--- src/rtl/lcd_seq_pkg.sv ---
`timescale 1ns/1ps
package lcd_seq_pkg;

    // Register addresses decoded by the timing-generator chip
    localparam logic [2:0] ADR_RES   = 3'd0;
    localparam logic [2:0] ADR_PHASE = 3'd1;
    localparam logic [2:0] ADR_PWR0  = 3'd3;
    localparam logic [2:0] ADR_PWR1  = 3'd4;
    localparam logic [2:0] ADR_IFCTL = 3'd6;
    localparam logic [2:0] ADR_POL   = 3'd7;

    localparam int STEP_IDX_W = 5;

    typedef enum logic [2:0] {
        SK_WRITE,
        SK_WAIT,
        SK_DAC,
        SK_SETF,
        SK_CLRF,
        SK_END
    } step_kind_e;

    typedef enum logic [1:0] {
        SQ_FULL,
        SQ_QUICK,
        SQ_DOWN
    } seq_sel_e;

    typedef enum logic [1:0] {
        WT_VDD,
        WT_GVSS,
        WT_SETTLE,
        WT_FRAME
    } wait_sel_e;

    typedef struct packed {
        step_kind_e kind;
        logic [2:0] addr;
        logic [7:0] data;
        wait_sel_e  wsel;
    } step_t;

    function automatic step_t mk_wr(input logic [2:0] a, input logic [7:0] d);
        step_t s;
        s.kind = SK_WRITE;
        s.addr = a;
        s.data = d;
        s.wsel = WT_VDD;
        return s;
    endfunction

    function automatic step_t mk_other(input step_kind_e k, input wait_sel_e w,
                                       input logic [7:0] d);
        step_t s;
        s.kind = k;
        s.addr = 3'd0;
        s.data = d;
        s.wsel = w;
        return s;
    endfunction

endpackage

--- src/rtl/lcd_seq_values.sv ---
`timescale 1ns/1ps
module lcd_seq_values #(
    parameter int DEF_BIAS   = 125,
    parameter int QVGA_PHASE = 9
) (
    input  logic       qvga,
    input  logic [3:0] phase_adj,
    input  logic       phase_unset,
    input  logic [7:0] bias_val,
    input  logic       bias_unset,
    output logic [7:0] phase_byte,
    output logic [7:0] bias_byte
);
    localparam logic [3:0] QVGA_NIB = 4'(QVGA_PHASE);
    localparam logic [7:0] DEF_B    = 8'(DEF_BIAS);

    // Bit 0 selects manual phase; the adjustment sits one bit up.
    always_comb begin
        if (qvga)
            phase_byte = {3'b000, QVGA_NIB, 1'b1};
        else if (phase_unset)
            phase_byte = 8'h01;
        else
            phase_byte = {3'b000, phase_adj, 1'b1};
    end

    assign bias_byte = bias_unset ? DEF_B : bias_val;

endmodule

--- src/rtl/lcd_seq_program.sv ---
`timescale 1ns/1ps
module lcd_seq_program
    import lcd_seq_pkg::*;
(
    input  seq_sel_e                sel,
    input  logic [STEP_IDX_W-1:0]   idx,
    input  logic                    qvga,
    input  logic [7:0]              phase_byte,
    input  logic [7:0]              bias_byte,
    output step_t                   step
);
    logic [7:0] res_byte;
    assign res_byte = {7'd0, qvga};

    always_comb begin
        step = mk_other(SK_END, WT_VDD, 8'h00);
        unique case (sel)
            SQ_FULL: begin
                unique case (idx)
                    5'd0:  step = mk_wr(ADR_IFCTL, 8'h1F);
                    5'd1:  step = mk_wr(ADR_PWR0,  8'h03);
                    5'd2:  step = mk_wr(ADR_PWR1,  8'h00);
                    5'd3:  step = mk_wr(ADR_PWR1,  8'h04);
                    5'd4:  step = mk_other(SK_WAIT, WT_VDD, 8'h00);
                    5'd5:  step = mk_wr(ADR_PWR0,  8'h07);
                    5'd6:  step = mk_wr(ADR_IFCTL, 8'h09);
                    5'd7:  step = mk_other(SK_DAC, WT_VDD, bias_byte);
                    5'd8:  step = mk_wr(ADR_PWR0,  8'h17);
                    5'd9:  step = mk_wr(ADR_PWR1,  8'h06);
                    5'd10: step = mk_other(SK_WAIT, WT_GVSS, 8'h00);
                    5'd11: step = mk_wr(ADR_IFCTL, 8'h01);
                    5'd12: step = mk_wr(ADR_PWR0,  8'h1F);
                    5'd13: step = mk_wr(ADR_PWR1,  8'h07);
                    5'd14: step = mk_wr(ADR_IFCTL, 8'h00);
                    5'd15: step = mk_wr(ADR_PHASE, phase_byte);
                    5'd16: step = mk_wr(ADR_POL,   8'h00);
                    5'd17: step = mk_other(SK_WAIT, WT_SETTLE, 8'h00);
                    5'd18: step = mk_other(SK_SETF, WT_VDD, 8'h00);
                    5'd19: step = mk_wr(ADR_RES,   res_byte);
                    default: step = mk_other(SK_END, WT_VDD, 8'h00);
                endcase
            end
            SQ_QUICK: begin
                unique case (idx)
                    5'd0:  step = mk_wr(ADR_PHASE, phase_byte);
                    5'd1:  step = mk_wr(ADR_RES,   res_byte);
                    default: step = mk_other(SK_END, WT_VDD, 8'h00);
                endcase
            end
            SQ_DOWN: begin
                unique case (idx)
                    5'd0:  step = mk_other(SK_WAIT, WT_FRAME, 8'h00);
                    5'd1:  step = mk_wr(ADR_PWR1,  8'h06);
                    5'd2:  step = mk_wr(ADR_IFCTL, 8'h08);
                    5'd3:  step = mk_wr(ADR_PWR0,  8'h14);
                    5'd4:  step = mk_other(SK_DAC, WT_VDD, 8'h00);
                    5'd5:  step = mk_wr(ADR_PWR1,  8'h04);
                    5'd6:  step = mk_wr(ADR_PWR0,  8'h04);
                    5'd7:  step = mk_wr(ADR_IFCTL, 8'h1E);
                    5'd8:  step = mk_wr(ADR_PWR0,  8'h00);
                    5'd9:  step = mk_wr(ADR_PWR1,  8'h00);
                    5'd10: step = mk_other(SK_CLRF, WT_VDD, 8'h00);
                    default: step = mk_other(SK_END, WT_VDD, 8'h00);
                endcase
            end
            default: step = mk_other(SK_END, WT_VDD, 8'h00);
        endcase
    end

endmodule

--- src/rtl/lcd_seq_timer.sv ---
`timescale 1ns/1ps
module lcd_seq_timer #(
    parameter int CNT_W = 8
) (
    input  logic             clk,
    input  logic             rst_n,
    input  logic             load,
    input  logic [CNT_W-1:0] load_val,
    input  logic             run,
    output logic             expired
);
    logic [CNT_W-1:0] cnt;

    always_ff @(posedge clk or negedge rst_n) begin
        if (!rst_n)
            cnt <= '0;
        else if (load)
            cnt <= load_val;
        else if (run && cnt > CNT_W'(1))
            cnt <= cnt - CNT_W'(1);
    end

    // Expires on the load_val-th cycle of run.
    assign expired = run && (cnt <= CNT_W'(1));

endmodule

--- src/rtl/lcd_pwr_seq.sv ---
`timescale 1ns/1ps
module lcd_pwr_seq
    import lcd_seq_pkg::*;
#(
    parameter int T_VDD_CYC    = 300000,
    parameter int T_GVSS_CYC   = 200000,
    parameter int T_SETTLE_CYC = 100000,
    parameter int T_FRAME_CYC  = 3400000,
    parameter int DEF_BIAS     = 125,
    parameter int QVGA_PHASE   = 9
) (
    input  logic       clk,
    input  logic       rst_n,
    input  logic       pwr_up_req,
    input  logic       up_mode_qvga,
    input  logic       suspend_req,
    input  logic [3:0] phase_adj,
    input  logic       phase_unset,
    input  logic [7:0] bias_val,
    input  logic       bias_unset,
    output logic       reg_wr_valid,
    output logic [2:0] reg_wr_addr,
    output logic [7:0] reg_wr_data,
    input  logic       reg_wr_ready,
    output logic       dac_start,
    output logic [7:0] dac_value,
    input  logic       dac_done,
    output logic       panel_init,
    output logic       seq_busy,
    output logic       seq_done
);
    localparam int T_MAX_A = (T_VDD_CYC > T_GVSS_CYC) ? T_VDD_CYC : T_GVSS_CYC;
    localparam int T_MAX_B = (T_SETTLE_CYC > T_FRAME_CYC) ? T_SETTLE_CYC : T_FRAME_CYC;
    localparam int T_MAX   = (T_MAX_A > T_MAX_B) ? T_MAX_A : T_MAX_B;
    localparam int CNT_W   = $clog2(T_MAX + 1);

    typedef enum logic [2:0] {
        ST_IDLE,
        ST_STEP,
        ST_WR_WAIT,
        ST_DELAY,
        ST_DAC_WAIT,
        ST_DONE
    } state_e;

    state_e                  state, state_nx;
    seq_sel_e                sel_q;
    logic [STEP_IDX_W-1:0]   idx_q;
    logic                    qvga_q, phu_q, biasu_q, init_q;
    logic [3:0]              ph_q;
    logic [7:0]              bias_q;
    logic [7:0]              phase_byte, bias_byte;
    step_t                   step;
    logic                    advance, accept, t_load, t_expired;
    logic [CNT_W-1:0]        t_val;

    lcd_seq_values #(
        .DEF_BIAS   (DEF_BIAS),
        .QVGA_PHASE (QVGA_PHASE)
    ) u_values (
        .qvga        (qvga_q),
        .phase_adj   (ph_q),
        .phase_unset (phu_q),
        .bias_val    (bias_q),
        .bias_unset  (biasu_q),
        .phase_byte  (phase_byte),
        .bias_byte   (bias_byte)
    );

    lcd_seq_program u_program (
        .sel        (sel_q),
        .idx        (idx_q),
        .qvga       (qvga_q),
        .phase_byte (phase_byte),
        .bias_byte  (bias_byte),
        .step       (step)
    );

    always_comb begin
        unique case (step.wsel)
            WT_VDD:    t_val = CNT_W'(T_VDD_CYC);
            WT_GVSS:   t_val = CNT_W'(T_GVSS_CYC);
            WT_SETTLE: t_val = CNT_W'(T_SETTLE_CYC);
            WT_FRAME:  t_val = CNT_W'(T_FRAME_CYC);
            default:   t_val = CNT_W'(T_VDD_CYC);
        endcase
    end

    assign t_load = (state == ST_STEP) && (step.kind == SK_WAIT);

    lcd_seq_timer #(.CNT_W(CNT_W)) u_timer (
        .clk      (clk),
        .rst_n    (rst_n),
        .load     (t_load),
        .load_val (t_val),
        .run      (state == ST_DELAY),
        .expired  (t_expired)
    );

    assign accept = (state == ST_IDLE) && (pwr_up_req || suspend_req);

    // Next-state logic
    always_comb begin
        state_nx = state;
        advance  = 1'b0;
        unique case (state)
            ST_IDLE: begin
                if (accept)
                    state_nx = ST_STEP;
            end
            ST_STEP: begin
                unique case (step.kind)
                    SK_WRITE: state_nx = ST_WR_WAIT;
                    SK_WAIT:  state_nx = ST_DELAY;
                    SK_DAC:   state_nx = ST_DAC_WAIT;
                    SK_SETF,
                    SK_CLRF:  advance  = 1'b1;
                    SK_END:   state_nx = ST_DONE;
                    default:  state_nx = ST_DONE;
                endcase
            end
            ST_WR_WAIT: begin
                if (reg_wr_ready) begin
                    state_nx = ST_STEP;
                    advance  = 1'b1;
                end
            end
            ST_DELAY: begin
                if (t_expired) begin
                    state_nx = ST_STEP;
                    advance  = 1'b1;
                end
            end
            ST_DAC_WAIT: begin
                if (dac_done) begin
                    state_nx = ST_STEP;
                    advance  = 1'b1;
                end
            end
            ST_DONE:  state_nx = ST_IDLE;
            default:  state_nx = ST_IDLE;
        endcase
    end

    // State register
    always_ff @(posedge clk or negedge rst_n) begin
        if (!rst_n)
            state <= ST_IDLE;
        else
            state <= state_nx;
    end

    // Step pointer, request capture and the initialized flag
    always_ff @(posedge clk or negedge rst_n) begin
        if (!rst_n) begin
            sel_q   <= SQ_FULL;
            idx_q   <= '0;
            qvga_q  <= 1'b0;
            ph_q    <= 4'd0;
            phu_q   <= 1'b1;
            bias_q  <= 8'd0;
            biasu_q <= 1'b1;
            init_q  <= 1'b0;
        end else begin
            if (accept) begin
                idx_q   <= '0;
                sel_q   <= suspend_req ? SQ_DOWN : (init_q ? SQ_QUICK : SQ_FULL);
                qvga_q  <= up_mode_qvga;
                ph_q    <= phase_adj;
                phu_q   <= phase_unset;
                bias_q  <= bias_val;
                biasu_q <= bias_unset;
            end else if (advance) begin
                idx_q <= idx_q + STEP_IDX_W'(1);
            end
            if (state == ST_STEP && step.kind == SK_SETF)
                init_q <= 1'b1;
            else if (state == ST_STEP && step.kind == SK_CLRF)
                init_q <= 1'b0;
        end
    end

    // Outputs
    always_comb begin
        reg_wr_valid = (state == ST_STEP) && (step.kind == SK_WRITE);
        reg_wr_addr  = step.addr;
        reg_wr_data  = step.data;
        dac_start    = (state == ST_STEP) && (step.kind == SK_DAC);
        dac_value    = step.data;
        panel_init   = init_q;
        seq_busy     = (state != ST_IDLE);
        seq_done     = (state == ST_DONE);
    end

endmodule

--- config.mk ---
export PLATFORM = sky130hd
export DESIGN_NAME = lcd_pwr_seq
export DESIGN_NICKNAME = d
export VERILOG_FILES = /design/src/rtl/lcd_seq_pkg.sv /design/src/rtl/lcd_seq_values.sv /design/src/rtl/lcd_seq_program.sv /design/src/rtl/lcd_seq_timer.sv /design/src/rtl/lcd_pwr_seq.sv
export SDC_FILE = /design/constraint.sdc
export NUM_CORES = 1
export LEC_CHECK = 0
export BUFFER_PORTS_ARGS = -buffer_cell sky130_fd_sc_hd__buf_4
export CAP_MARGIN = 15
export CORE_MARGIN = 5
export CORE_UTILIZATION = 60
export DETAILED_ROUTE_END_ITERATION = 12
export PLACE_DENSITY = 0.82
export SLEW_MARGIN = 5
export SYNTH_ARGS = -nofsm -noshare
export SYNTH_HDL_FRONTEND = slang
export SYNTH_SLANG_ARGS = --single-unit
--- constraint.sdc ---
create_clock -name clk -period 6.44 [get_ports clk]
set_clock_uncertainty 0.2 [all_clocks]
set_input_delay 0.644 -clock clk [delete_from_list [all_inputs] [get_ports clk]]
set_output_delay 0.644 -clock clk [all_outputs]
set_load 0.03 [all_outputs]
# Word-level counts from Yosys, hierarchy flattened
# Memory sizes are Yosys's and may differ from the RTL's.
# Index checks and enable logic that the tools add are counted.
[classes]
add_sub_neg = 2
order_cmp = 2
n_eq_ne = 38
n_mux = 27
n_reduce_logical = 20
[op_table]
columns = ["operator", "count"]
rows = [
  ["16-bit case mux with 20 select lines", 1],
  ["22-bit case mux with 4 select lines", 1],
  ["16-bit case mux with 3 select lines", 1],
  ["22-bit 2-to-1 mux", 2],
  ["5-bit by 4-bit equality test with 1-bit output (second input constant)", 8],
  ["16-bit case mux with 2 select lines", 1],
  ["22-bit by 1-bit greater-than comparator with 1-bit output (second input constant)", 1],
  ["22-bit by 1-bit less-or-equal comparator with 1-bit output (second input constant)", 1],
  ["22-bit by 1-bit subtractor with 22-bit output (second input constant)", 1],
  ["5-bit by 3-bit equality test with 1-bit output (second input constant)", 4],
  ["5-bit equality test (second input constant)", 4],
  ["16-bit 2-to-1 mux", 1],
  ["8-bit 2-to-1 mux", 2],
  ["5-bit 2-to-1 mux", 3],
  ["3-bit case mux with 5 select lines", 1],
  ["3-bit by 2-bit equality test with 1-bit output (second input constant)", 4],
  ["3-bit 2-to-1 mux", 4],
  ["3-bit case mux with 4 select lines", 1],
  ["5-bit by 2-bit equality test with 1-bit output (second input constant)", 2],
  ["2-bit != test (second input constant)", 5],
  ["3-bit equality test (second input constant)", 3],
  ["1-bit logical AND", 8],
  ["1-bit 2-to-1 mux", 7],
  ["2-bit equality test (second input constant)", 3],
  ["14 further kinds", 20],
]
[word_totals]
regBits = 48
rom_bits = 192
output_inout_bits = 24
wordCells = 100
memories = 1
[mem_list]
columns = ["memory", "depth", "width", "read_ports", "rd_ports_with_merged_regs", "wr", "line_no", "rtl"]
rows = [
  ["(name not given)", 16, 12, 1, 0, 0, "lcd_seq_program.sv:51", "unique case (idx)"],
]

# Depth between registers and ports, before layout
# Gate-level depths: netlist (run 1).
[depth]
depth_word = 10
mapped_depth = 14
depth_no_buf = 11

# Cells and area by module
# From an unflattened synthesis (run 1), not the netlist that was laid out.
[hier_totals]
cells_unflattened = 485
area_unflattened_um2 = 4035.1
[modules_own_cells]
columns = ["module", "instances", "cells_each", "area_per_inst_um2", "seq_area_each_um2"]
rows = [
  ["lcd_pwr_seq", 1, 165, 1477.7, 653.1],
  ["lcd_seq_timer", 1, 162, 1423.9, 550.5],
  ["lcd_seq_program", 1, 139, 1012.2, 0.0],
  ["lcd_seq_values", 1, 19, 121.4, 0.0],
]

# Least setup slack after synthesis (run 1)
# Ideal clock, no wire load.
[synth_path]
kind = "register to output"
start = "register idx_q[3]"
end = "output port reg_wr_data[1]"
t_arrival_ns = 3.087
required_ns = 5.596
setup_slack_ns = 2.509
stages_incl_launch_ff = 12
n_path_buf = 6
cell_sequence = "dfrtp_1 -> buf_2 -> buf_2 -> clkbuf_1 -> buf_1 -> and3_1 -> ha_1 -> a21o_1 -> o41ai_1 -> buf_2 -> o21ai_0 -> buf_4"
[synth_between]
elab_chain_cells = 3
word_cells_on_any_way = 25
[synth_lines]
columns = ["element", "line_no", "rtl"]
rows = [
  ["from (decl)", "lcd_pwr_seq.sv:48", "logic [STEP_IDX_W-1:0] idx_q;"],
  ["from (signal assigned)", "lcd_pwr_seq.sv:174", "idx_q <= idx_q + STEP_IDX_W'(1);"],
  ["memory 16 x 12 bit, or another cell as far along", "-", ""],
  ["16-bit 2-to-1 mux, or another cell as far along", "lcd_seq_program.sv:51", ""],
  ["16-bit case mux with 3 select lines (*)", "lcd_seq_program.sv:17", "unique case (sel)"],
  ["to (decl)", "lcd_pwr_seq.sv:23", "output logic [7:0] reg_wr_data,"],
]
# Every way passes the cells marked *; elsewhere a longest branch is shown, timed or not.

# Final worst setup path (run 1)
[layout_path]
start = "register idx_q[3]"
end = "output port dac_value[7]"
[layout_between]
elab_chain_cells = 3
word_cells_on_any_way = 23
[layout_lines]
columns = ["element", "line_no", "rtl"]
rows = [
  ["5-bit equality test, or another cell as far along", "lcd_seq_program.sv:19", "unique case (idx)"],
  ["16-bit case mux with 20 select lines or 16-bit case mux with 2 select lines (tied branches)", "lcd_seq_program.sv:19, lcd_seq_program.sv:44", ""],
  ["16-bit case mux with 3 select lines (*)", "lcd_seq_program.sv:17", ""],
  ["to (decl)", "lcd_pwr_seq.sv:26", "output logic [7:0] dac_value,"],
]
# Marked as above.

==> flow_summary.yaml, run 1 <==
run_status:
  status: "finished clean"
timing:
  setup_tns_ns: 0
  fin_crit_sh: 0.712
  rsz0062_at_grt: "no"
  relSlewSlack: 0.233
  fin_crit_ns: 4.58
  finalSetupViolations: 0
  worstMarginPinSlew_ns: 1.14
  fmax_ghz: 0.218
  finalHoldViolations: 0
  slew_viol_final: 0
worst_setup_path:
  endpoint_kind: "primary output"
  cp.depth: 6
  worstPathRequired_ns: 5.60
  cpPeakStageDelay_ns: 1.02
  worst_ep_arrival_time_ns: 3.74
  path_cells: "nor2_1, a221o_1, o41ai_2, nor2b_1, and3b_1, buf_4"
  crit_family: "compound AO/OA/AOI/OAI gates"
  crit_type: "reg -> out"
  critPathBufInv: 1
  worstRegToRegCells: 8
  cp_max_fo: 34
  worstReg2RegStart: "idx_q[3]"
  startpoint_type: "flop"
  timing.critical_path.from: "idx_q[3]"
  cp_slowest_cell: "dfrtp_1"
synth:
  ys_ff_latch: 48
  synth_area_leaders: "dfrtp_1 (33%), nand2_1 (7.0%), ha_1 (5.7%)"
  syn_inst: 434
  synth_ff_type: "dfrtp_1"
  syn_nets: 471
  synth_area_um2: 3530
  synth_top_cell_by_area: "dfrtp_1"
  syn_area_per_cell_um2: 8.14
  synth_top_area_share: 0.326
  synth_seq_area_share: 0.341
  synth_edf_count: 0
  ys_types: 64
  ys_warn_count: 0
  async_flop_share: 1.00
drt:
  drt_iter0_markers: 228
  viasPerCell: 6.15
  wl_met1_um: 3900
  routed.top_layer: "met4"
  drt-total-wl_um: 8970
  wl_met2_um: 4470
  wl_per_cell_um: 16.8
  dr_wl_met3_um: 465
  route.detailed.drc: 0
  antenna_left: 0
  vias: 3289
  dr.pass1.iters: 6
final_layout:
  drive_above_1_share: 0.146
  diodes: 0
  fill_cells: 513
  layout_common_cells: "nand2_1 (66), buf_4 (47), dfrtp_1 (46)"
  finalNonFillerCells: 535
  layout.nets: 496
  final_common_cell: "nand2_1"
  area_growth_pct: 11.1
place:
  port_buffers: 44
  hpwlAfterDp_um: 6420
  dp_cells: 527
  globalplace.congestion: 0.950
clock_network:
  cts_tree: "yes"
  cts_root_buffer: "clkbuf_8"
  cts_sinks: 48
  clk_pin_slew_ns: 0.10
  clk_path_buf_depth: 2
  cts_setup_buffers: 0
  clkLatencyLatePin_ns: 0.31
  postCtsHoldBufs: 0
  cts_resized: 0
  cts_max_level: 2
  cts_buffers: 5
floorplanning:
  die_x_um: 86.7
  die-area_um2: 7520
  die_h_um: 86.7
  fp-row-count: 28
  initial_core_util: 0.608
  io-pin-count: 45
  coreArea_um2: 5820
grt:
  antenna_found_initial: 0
  grt-ovfl-total: 0
  grt_max_degree: 49
  grt_first_pass_wirelength_um: 15000
  grt_pass1_vias: 3137
  grt_usage: 0.245
power:
  p_per_area_nw_per_um2: 591
  ir_drop_mv: 0.350
  p_leak_nw: 1.74
hold_path:
  min_path_type: "in -> async"
run:
  drv_cap: 0
[logic make-up (layout without fill, tap and decap cells)]
logic type               count (synthesis)  in the layout  share of synthesized area
flip-flops                              48             48                      0.341
AO/OA/AOI/OAI                          117            117                      0.219
XOR/XNOR                                17             17                     0.0421
buffers and inverters                   47             73                     0.0655
AND/OR/NAND/NOR                        181            181                      0.253
adder cells (fa/ha/maj)                 16             16                     0.0567
multiplexers                             8              8                     0.0230
[through the flow]
step           instance area [um2]  hold WS [ns]  worst slack [ns]  power [W]   util
6_report                      3930         0.138              1.86    0.00232  0.675
5_1_grt                       3930         0.192              1.67    0.00249  0.675
4_1_cts                       3930         0.168              1.93    0.00231  0.675
3_5_place_dp                  3830         0.264              2.27    0.00211  0.658
3_3_place_gp                  3830         0.259              2.33    0.00208  0.658
2_1_floorplan                 3530         0.148              2.51    0.00168      -
[metal layers]
metal | up-vias | global-route usage
li1 | 1591 | -
met1 | 1554 | 0.335
met2 | 127 | 0.405
met3 | 17 | 0.0304
met4 | 0 | 0.0737
met5 | - | 0
[state kept, by name (all words and copies together), names as in the netlist]
register     count
bias_q           8
biasu_q          1
idx_q            5
phu_q            1
state            3
qvga_q           1
panel_init       1
sel_q            2
u_timer.cnt     22
ph_q             4
[layout make-up]
cell class,count,area (um2),share of cell area
clock buffer,6,82.6,0.0210
clock inverter,2,15.0,0.00382
inverter,18,67.6,0.0172
multi-input combinational,339,2110,0.538
sequential,48,1200,0.307
tap,75,93.8,0.0239
timing repair buffer,47,353,0.0899
[cell usage after synthesis (3+ instances only)]
cell and number:
nor2_1 42, o22ai_1 7, buf_2 8, nand3_1 9, xnor2_1 14, ha_1 16
nand2b_1 8, a21o_1 5, nor4_1 5, buf_1 3, o21a_1 4, nor2b_1 3
nor3b_1 6, a21oi_1 30, inv_1 18, or3_1 3, clkbuf_1 8, nand3b_1 4
buf_4 8, a211oi_1 5, a31oi_1 3, nor3_1 16, o31ai_1 4, nand2_1 66
o21ai_0 26, xor2_1 3, or4_1 4, mux2i_1 7, and3b_1 3, dfrtp_1 46
[where the power goes]
part	total [W]	internal, W	switching, W
clock network	0.000198	0.0000872	0.000111
logic	0.00151	0.000560	0.000947
registers	0.000614	0.000448	0.000166
total	0.00232	0.00110	0.00122
[path summary, 6_finish.rpt]
| check | slack (ns) | to |
|---|---|---|
| min in group clk | 0.28 | ph_q[3] |
| max in group asynchronous | 5.49 | ph_q[2] |
| hold / removal | 0.14 | u_timer.cnt[20] |
| hold reg to reg | 0.28 | ph_q[3] |
| setup reg to reg | 2.30 | u_timer.cnt[20] |
| setup / recovery | 1.86 | dac_value[7] |
Power figures use the tool's default switching activity.
==> run 2, diff against run 1 <==
--- a/config.mk
+++ b/config.mk
@@ -5,12 +5,13 @@
 export SDC_FILE = /design/constraint.sdc
 export NUM_CORES = 1
 export LEC_CHECK = 0
+export ABC_AREA = 1
 export BUFFER_PORTS_ARGS = -buffer_cell sky130_fd_sc_hd__buf_4
 export CAP_MARGIN = 15
 export CORE_MARGIN = 5
-export CORE_UTILIZATION = 60
+export CORE_UTILIZATION = 54
 export DETAILED_ROUTE_END_ITERATION = 12
-export PLACE_DENSITY = 0.82
+export PLACE_DENSITY = 0.78
 export SLEW_MARGIN = 5
 export SYNTH_ARGS = -nofsm -noshare
 export SYNTH_HDL_FRONTEND = slang
==> constraint.sdc (replaced) <==
create_clock -name clk -period 3.95 [get_ports clk]
set_clock_uncertainty 0.2 [all_clocks]
set_input_delay 0.395 -clock clk [delete_from_list [all_inputs] [get_ports clk]]
set_output_delay 0.395 -clock clk [all_outputs]
set_load 0.03 [all_outputs]
==> run 2 against run 1 <==
Compared with the run above: critical path depth grew 7; die area rose by 16%; non-clock buffer count unchanged; core utilization decreased by 6.0 points; wire length up 5.4%; first-iteration DRC count fell by 5.7%; synthesized cell count is 26% higher; clock power increased by 54%; power rose by 51%; synthesized area is 6.7% higher; flip-flop and latch count unchanged; largest cell class unchanged.
==> flow_summary.yaml, run 2 <==
synth:
  synth_top_cell_by_area: "dfrtp_1"
  syn_nets: 584
  synth_area_leaders: "dfrtp_1 (31%), nand2_1 (18%), nor2_1 (6.6%)"
  synth_area_um2: 3770
  synth_commonest_cells: "nand2_1 (176), nor2_1 (66), inv_1 (47)"
  synth_edf_count: 0
  syn_inst: 547
  ys_warn_count: 0
  ys_types: 47
  ys_ff_latch: 48
  yosysMostFrequentCell: "nand2_1"
  syn_area_per_cell_um2: 6.89
  synth_ff_type: "dfrtp_1"
  synth_top_area_share: 0.305
  synth_seq_area_share: 0.319
  async_flop_share: 1.00
final_layout:
  fill_cells: 641
  area_growth_pct: 10.9
  regMostFlops: "u_timer.cnt"
  drive_above_1_share: 0.148
  diodes: 0
  top_regs: "u_timer.cnt x22, bias_q x8, idx_q x5"
  multi_input_area_um2: 2210
  final_common_cell: "nand2_1"
  layout.nets: 618
  seq_area_um2: 1200
  final_util: 0.615
  largest_reg_flops: 22
  layout_common_cells: "nand2_1 (176), nor2_1 (66), inv_1 (47)"
clock_network:
  cts_buffers: 5
  cts_max_level: 2
  postCtsHoldBufs: 1
  cts_root_buffer: "clkbuf_8"
  clkLatencyLatePin_ns: 0.31
  cts_sinks: 48
  cts_tree: "yes"
  cts_resized: 0
  cts_setup_buffers: 0
  clk_path_buf_depth: 2
  clk_pin_slew_ns: 0.10
worst_setup_path:
  path_cells: "ha_1, inv_1, nor2_1, ha_1, inv_1, nand2_1, nor2_1, nand2_1, nor2_2, nand3_4, nand2_4, nor4_1, buf_4"
  r2r_end: "u_timer.cnt[20]"
  worstReg2RegStart: "idx_q[1]"
  cp_slowest_cell: "dfrtp_1"
  crit_type: "reg -> out"
  cpPeakStageDelay_ns: 0.49
  startpoint_type: "flop"
  worstPathRequired_ns: 3.36
  endpoint_kind: "primary output"
  worstRegToRegCells: 15
  rrSetupSlack_ns: 0.85
  worst_ep_arrival_time_ns: 2.56
  cp_max_fo: 7
place:
  hpwlAfterDp_um: 7330
  port_buffers: 44
  place_ws_ns: 0.881
  globalplace.congestion: 0.962
hold_path:
  min_path_type: "in -> reg"
  min_to: "ph_q[2]"
  hp-start: "phase_adj[2]"
  hold_depth: 3
drt:
  drt_iter0_markers: 215
  viasPerCell: 5.46
  dr.pass1.iters: 4
  wl_per_cell_um: 13.9
  antenna_left: 0
  vias: 3700
  route.detailed.drc: 0
  drt-total-wl_um: 9450
grt:
  grt_max_degree: 49
  grt-ovfl-total: 0
  antenna_found_initial: 0
  grt_first_pass_wirelength_um: 15700
  grt_pass1_vias: 3449
  grt_usage: 0.222
timing:
  fin_crit_sh: 0.798
  relSlewSlack: 0.609
  fin_crit_ns: 3.15
  fmax_ghz: 0.317
  rsz0062_at_grt: "no"
  slew_viol_final: 0
  finalSetupViolations: 0
  finalHoldViolations: 0
  worstMarginPinSlew_ns: 0.572
  fin_ws_ns: 0.799
  setup_tns_ns: 0
floorplanning:
  die-area_um2: 8750
  io-pin-count: 45
  die_x_um: 93.6
  coreArea_um2: 6790
  initial_core_util: 0.555
  die_h_um: 93.6
  fp-row-count: 30
run:
  drv_cap: 0
power:
  p_leak_nw: 2.26
  p_per_area_nw_per_um2: 836
  ir_drop_mv: 0.396
run_status:
  status: "finished clean"
[run 2: cell count changes after synthesis, sizes merged, moves of 8 or more]
cell,before,now
inv,18,51
nand2b,8,0
nor2,42,75
a21oi,30,12
nand2,66,185
nand3,9,40
[run 2: worst max-delay path by stage]
| stage | to | startpoint | cells past startpoint | slack, ns |
|---|---|---|---|---|
| after detailed placement | u_timer.cnt[16] | idx_q[1] | 15 | 0.88 |
| after CTS | dac_start | idx_q[1] | 13 | 0.81 |
| final | dac_start | idx_q[1] | 13 | 0.80 |
| after floorplan | reg_wr_data[0] | idx_q[2] | 6 | 0.82 |
| after global placement | u_timer.cnt[16] | idx_q[0] | 15 | 0.98 |
| after global routing | dac_start | idx_q[0] | 13 | 0.55 |
[run 2: power by group]
| group | total, W | internal [W] | switching, W |
|---|---|---|---|
| clock network | 0.000305 | 0.000126 | 0.000179 |
| logic | 0.00230 | 0.000752 | 0.00155 |
| registers | 0.000891 | 0.000701 | 0.000190 |
[run 2: final cells by class]
type / instances / share of cell area
Tap cell: 96 / 0.0287
Timing Repair Buffer: 47 / 0.0850
Clock buffer: 5 / 0.0165
Sequential cell: 48 / 0.288
Clock inverter: 3 / 0.00569
Inverter: 52 / 0.0473
Multi-Input combinational cell: 427 / 0.529
[run 2: cells by family after synthesis]
family | count (synthesis) | synth area share
xor gates and xnor gates | 18 | 0.0418
DFF | 48 | 0.319
buffers and inverters | 72 | 0.0939
adders and majority gates | 16 | 0.0531
and+or+nand+nor | 325 | 0.384
AOI/OAI and AO/OA | 68 | 0.108
[run 2: worst max-delay path, delay by kind of cell, from the launching register on]
family	cells	cell delay [ns]
fa+ha+maj	2	0.53
buf+inv	3	0.44
flops	1	0.49
simple gates	8	0.78
[run 2: routing by layer]
layer  share of wire  vias to the layer above  GRT usage
met5               0                        -          0
met4           0.020                        0     0.0770
met3           0.041                       17     0.0330
met2            0.52                      100      0.401
met1            0.41                     1757      0.267
li1                -                     1826          -
[run 2: stage by stage]
stage | total power [W] | cell area [um2] | std cells | hold WS [ns]
floorplan | 0.00265 | 3770 | 547 | -0.101
global placement | 0.00315 | 4080 | 669 | 0.247
detailed placement | 0.00319 | 4080 | 669 | 0.248
CTS | 0.00350 | 4180 | 678 | 0.0688
global route | 0.00380 | 4180 | 678 | 0.0725
finish | 0.00350 | 4180 | 678 | 0.0713
==> run 3, diff against run 2 <==
--- a/config.mk
+++ b/config.mk
@@ -9,9 +9,9 @@
 export BUFFER_PORTS_ARGS = -buffer_cell sky130_fd_sc_hd__buf_4
 export CAP_MARGIN = 15
 export CORE_MARGIN = 5
-export CORE_UTILIZATION = 54
+export CORE_UTILIZATION = 59
 export DETAILED_ROUTE_END_ITERATION = 12
-export PLACE_DENSITY = 0.78
+export PLACE_DENSITY = 0.81
 export SLEW_MARGIN = 5
 export SYNTH_ARGS = -nofsm -noshare
 export SYNTH_HDL_FRONTEND = slang
==> constraint.sdc (replaced) <==
create_clock -name clk -period 2.9 [get_ports clk]
set_clock_uncertainty 0.2 [all_clocks]
set_input_delay 0.29 -clock clk [delete_from_list [all_inputs] [get_ports clk]]
set_output_delay 0.29 -clock clk [all_outputs]
set_load 0.03 [all_outputs]
==> run 3 against run 2 <==
Compared with the run above: combinational power increased by 49%; cell count increased by 1.8%; via count increased by 2.0%; sequential power increased by 36%; register-to-register slack got worse by 0.64 ns; non-clock buffer count increased by 31; design area increased by 8.6%; die area decreased by 7.6%; setup slack got worse by 0.69 ns; critical path depth decreased by 2; clock-buffer cell count unchanged; largest cell class unchanged; highest routed layer unchanged.
==> flow_summary.yaml, run 3 (synthesis gave the netlist of run 2 again) <==
drt:
  drt-total-wl_um: 10000
  dr.pass1.iters: 5
  wl_per_cell_um: 14.5
  antenna_left: 0
  route.detailed.drc: 0
  viasPerCell: 5.47
  vias: 3773
  drt_iter0_markers: 239
place:
  hpwlAfterDp_um: 7300
  dp_cells: 659
  placed_cell_area_um2: 4130
  port_buffers: 44
  globalplace.congestion: 0.966
worst_setup_path:
  endpoint_kind: "primary output"
  rrSetupSlack_ns: 0.21
  path_cells: "buf_4, ha_2, inv_1, nor2_4, nand2_1, nand2_1, nor3b_1, nand4_1, o21ai_1, nand2_1, buf_4"
  crit_family: "simple AND/OR/NAND/NOR gates"
  startpoint_type: "flop"
  worstReg2RegStart: "idx_q[1]"
  cp_max_fo: 5
  cpPeakStageDelay_ns: 0.46
  crit_type: "reg -> out"
  worstPathRequired_ns: 2.41
  cp.depth: 11
  critPathCapture: "reg_wr_addr[1]"
  crit_path_frequent_cell: "nand2_1"
  worst_ep_arrival_time_ns: 2.30
  r2r_end: "u_timer.cnt[16]"
  cp_slowest_cell: "dfrtp_2"
  timing.critical_path.from: "idx_q[1]"
  critPathBufInv: 3
  worstRegToRegCells: 16
final_layout:
  finalInstanceArea_um2: 4540
  layout.nets: 649
  regMostFlops: "u_timer.cnt"
  final_util: 0.724
  largest_reg_flops: 22
  final_common_cell: "nand2_1"
  area_growth_pct: 20.5
  layout_common_cells: "nand2_1 (176), nor2_1 (62), buf_4 (62)"
  fill_cells: 525
  finalNonFillerCells: 690
  diodes: 0
  top_regs: "u_timer.cnt x22, bias_q x8, idx_q x5"
  drive_above_1_share: 0.194
floorplanning:
  coreArea_um2: 6280
  die-area_um2: 8090
  fp-row-count: 29
  io-pin-count: 45
  initial_core_util: 0.601
  die_h_um: 89.9
  die_x_um: 89.9
power:
  p_per_area_nw_per_um2: 1150
  p_leak_nw: 2.42
  ir_drop_mv: 0.839
clock_network:
  cts_sinks: 48
  cts_buffers: 5
  clk_pin_slew_ns: 0.10
  cts_max_level: 2
  cts_tree: "yes"
  clk_path_buf_depth: 2
  clkLatencyLatePin_ns: 0.31
  cts_root_buffer: "clkbuf_8"
grt:
  grt-ovfl-total: 0
  grt_first_pass_wirelength_um: 16400
  grt_pass1_vias: 3541
  antenna_found_initial: 0
  grt_max_degree: 49
  grt_usage: 0.240
timing:
  setup_tns_ns: 0
  finalHoldViolations: 0
  worstMarginPinSlew_ns: 0.608
  fin_crit_ns: 2.79
  finalSetupViolations: 0
  slew_viol_final: 0
  fin_crit_sh: 0.963
  fmax_ghz: 0.358
  relSlewSlack: 0.595
hold_path:
  min_path_type: "in -> reg"
  hold_depth: 3
run_status:
  status: "finished clean"
run:
  drv_cap: 0
-- run 3: cell count changes in the layout (fill, tap and decap cells not counted), sizes merged --
cell / before / now
buf: 46 / 62
dlygate4sd3: 1 / 16
inv: 51 / 52
bufinv: 0 / 2
clkinv: 2 / 1
clkinvlp: 2 / 0
-- run 3: worst reg2reg max path: cells and delay by family (launching register included) --
family	cells	cell delay [ns]
and+or+nand+nor	11	1.10
DFF	1	0.46
buffers and inverters	3	0.46
AOI/OAI and AO/OA	1	0.23
adders and majority gates	1	0.18
-- run 3: how the worst min path moves through the flow --
stage                     slack [ns]               to         from
after detailed placement        0.14  u_timer.cnt[11]        rst_n
after global routing            0.02         sel_q[1]  suspend_req
final                         0.0004         sel_q[1]  suspend_req
after floorplan                -0.21        bias_q[0]        rst_n
after CTS                      0.002         sel_q[1]  suspend_req
after global placement          0.14   u_timer.cnt[8]        rst_n
-- run 3: where the power goes --
part | internal, W | switching (W)
Clock | 0.000347 | 0.000238
Sequential | 0.000957 | 0.000255
Combinational | 0.00122 | 0.00221
Total | 0.00252 | 0.00271
-- run 3: metal layers --
| layer | part of all wire | track usage | vias up | wire length, um |
|---|---|---|---|---|
| met1 | 0.40 | 0.290 | 1740 | 3990 |
| met4 | 0.017 | 0.0707 | 0 | 172 |
| met5 | 0 | 0 | - | 0 |
| met2 | 0.53 | 0.437 | 129 | 5300 |
| li1 | - | - | 1888 | - |
| met3 | 0.055 | 0.0376 | 16 | 554 |
-- run 3: repair_timing --
| item | 4_1_cts | 5_1_grt |
|---|---|---|
| hold buffers | 16 | 0 |
| buffers inserted | 0 | 7 |
| setup endpoints to repair | 2 | 33 |
| gates resized for setup | 4 | 18 |
| endpoints found under the hold margin | 61 | 0 |
| pin swaps | 0 | 4 |
-- run 3: cell type report --
| class | count | area [um2] | area share |
|---|---|---|---|
| clock buffer | 5 | 68.8 | 0.0152 |
| clock inverter | 3 | 68.8 | 0.0152 |
| inverter | 52 | 198 | 0.0435 |
| multi-input combinational | 427 | 2280 | 0.501 |
| sequential | 48 | 1210 | 0.266 |
| tap | 77 | 96.3 | 0.0212 |
| timing repair buffer | 78 | 626 | 0.138 |
-- run 3: metrics by stage --
stage | power, W | hold slack (ns) | setup WS (ns)
global route | 0.00565 | 0.0188 | -0.0113
detailed placement | 0.00446 | 0.143 | 0.0478
finish | 0.00523 | 0.000367 | 0.107
floorplan | 0.00362 | -0.206 | 0.211
CTS | 0.00509 | 0.00240 | 0.0127
global placement | 0.00439 | 0.138 | 0.144
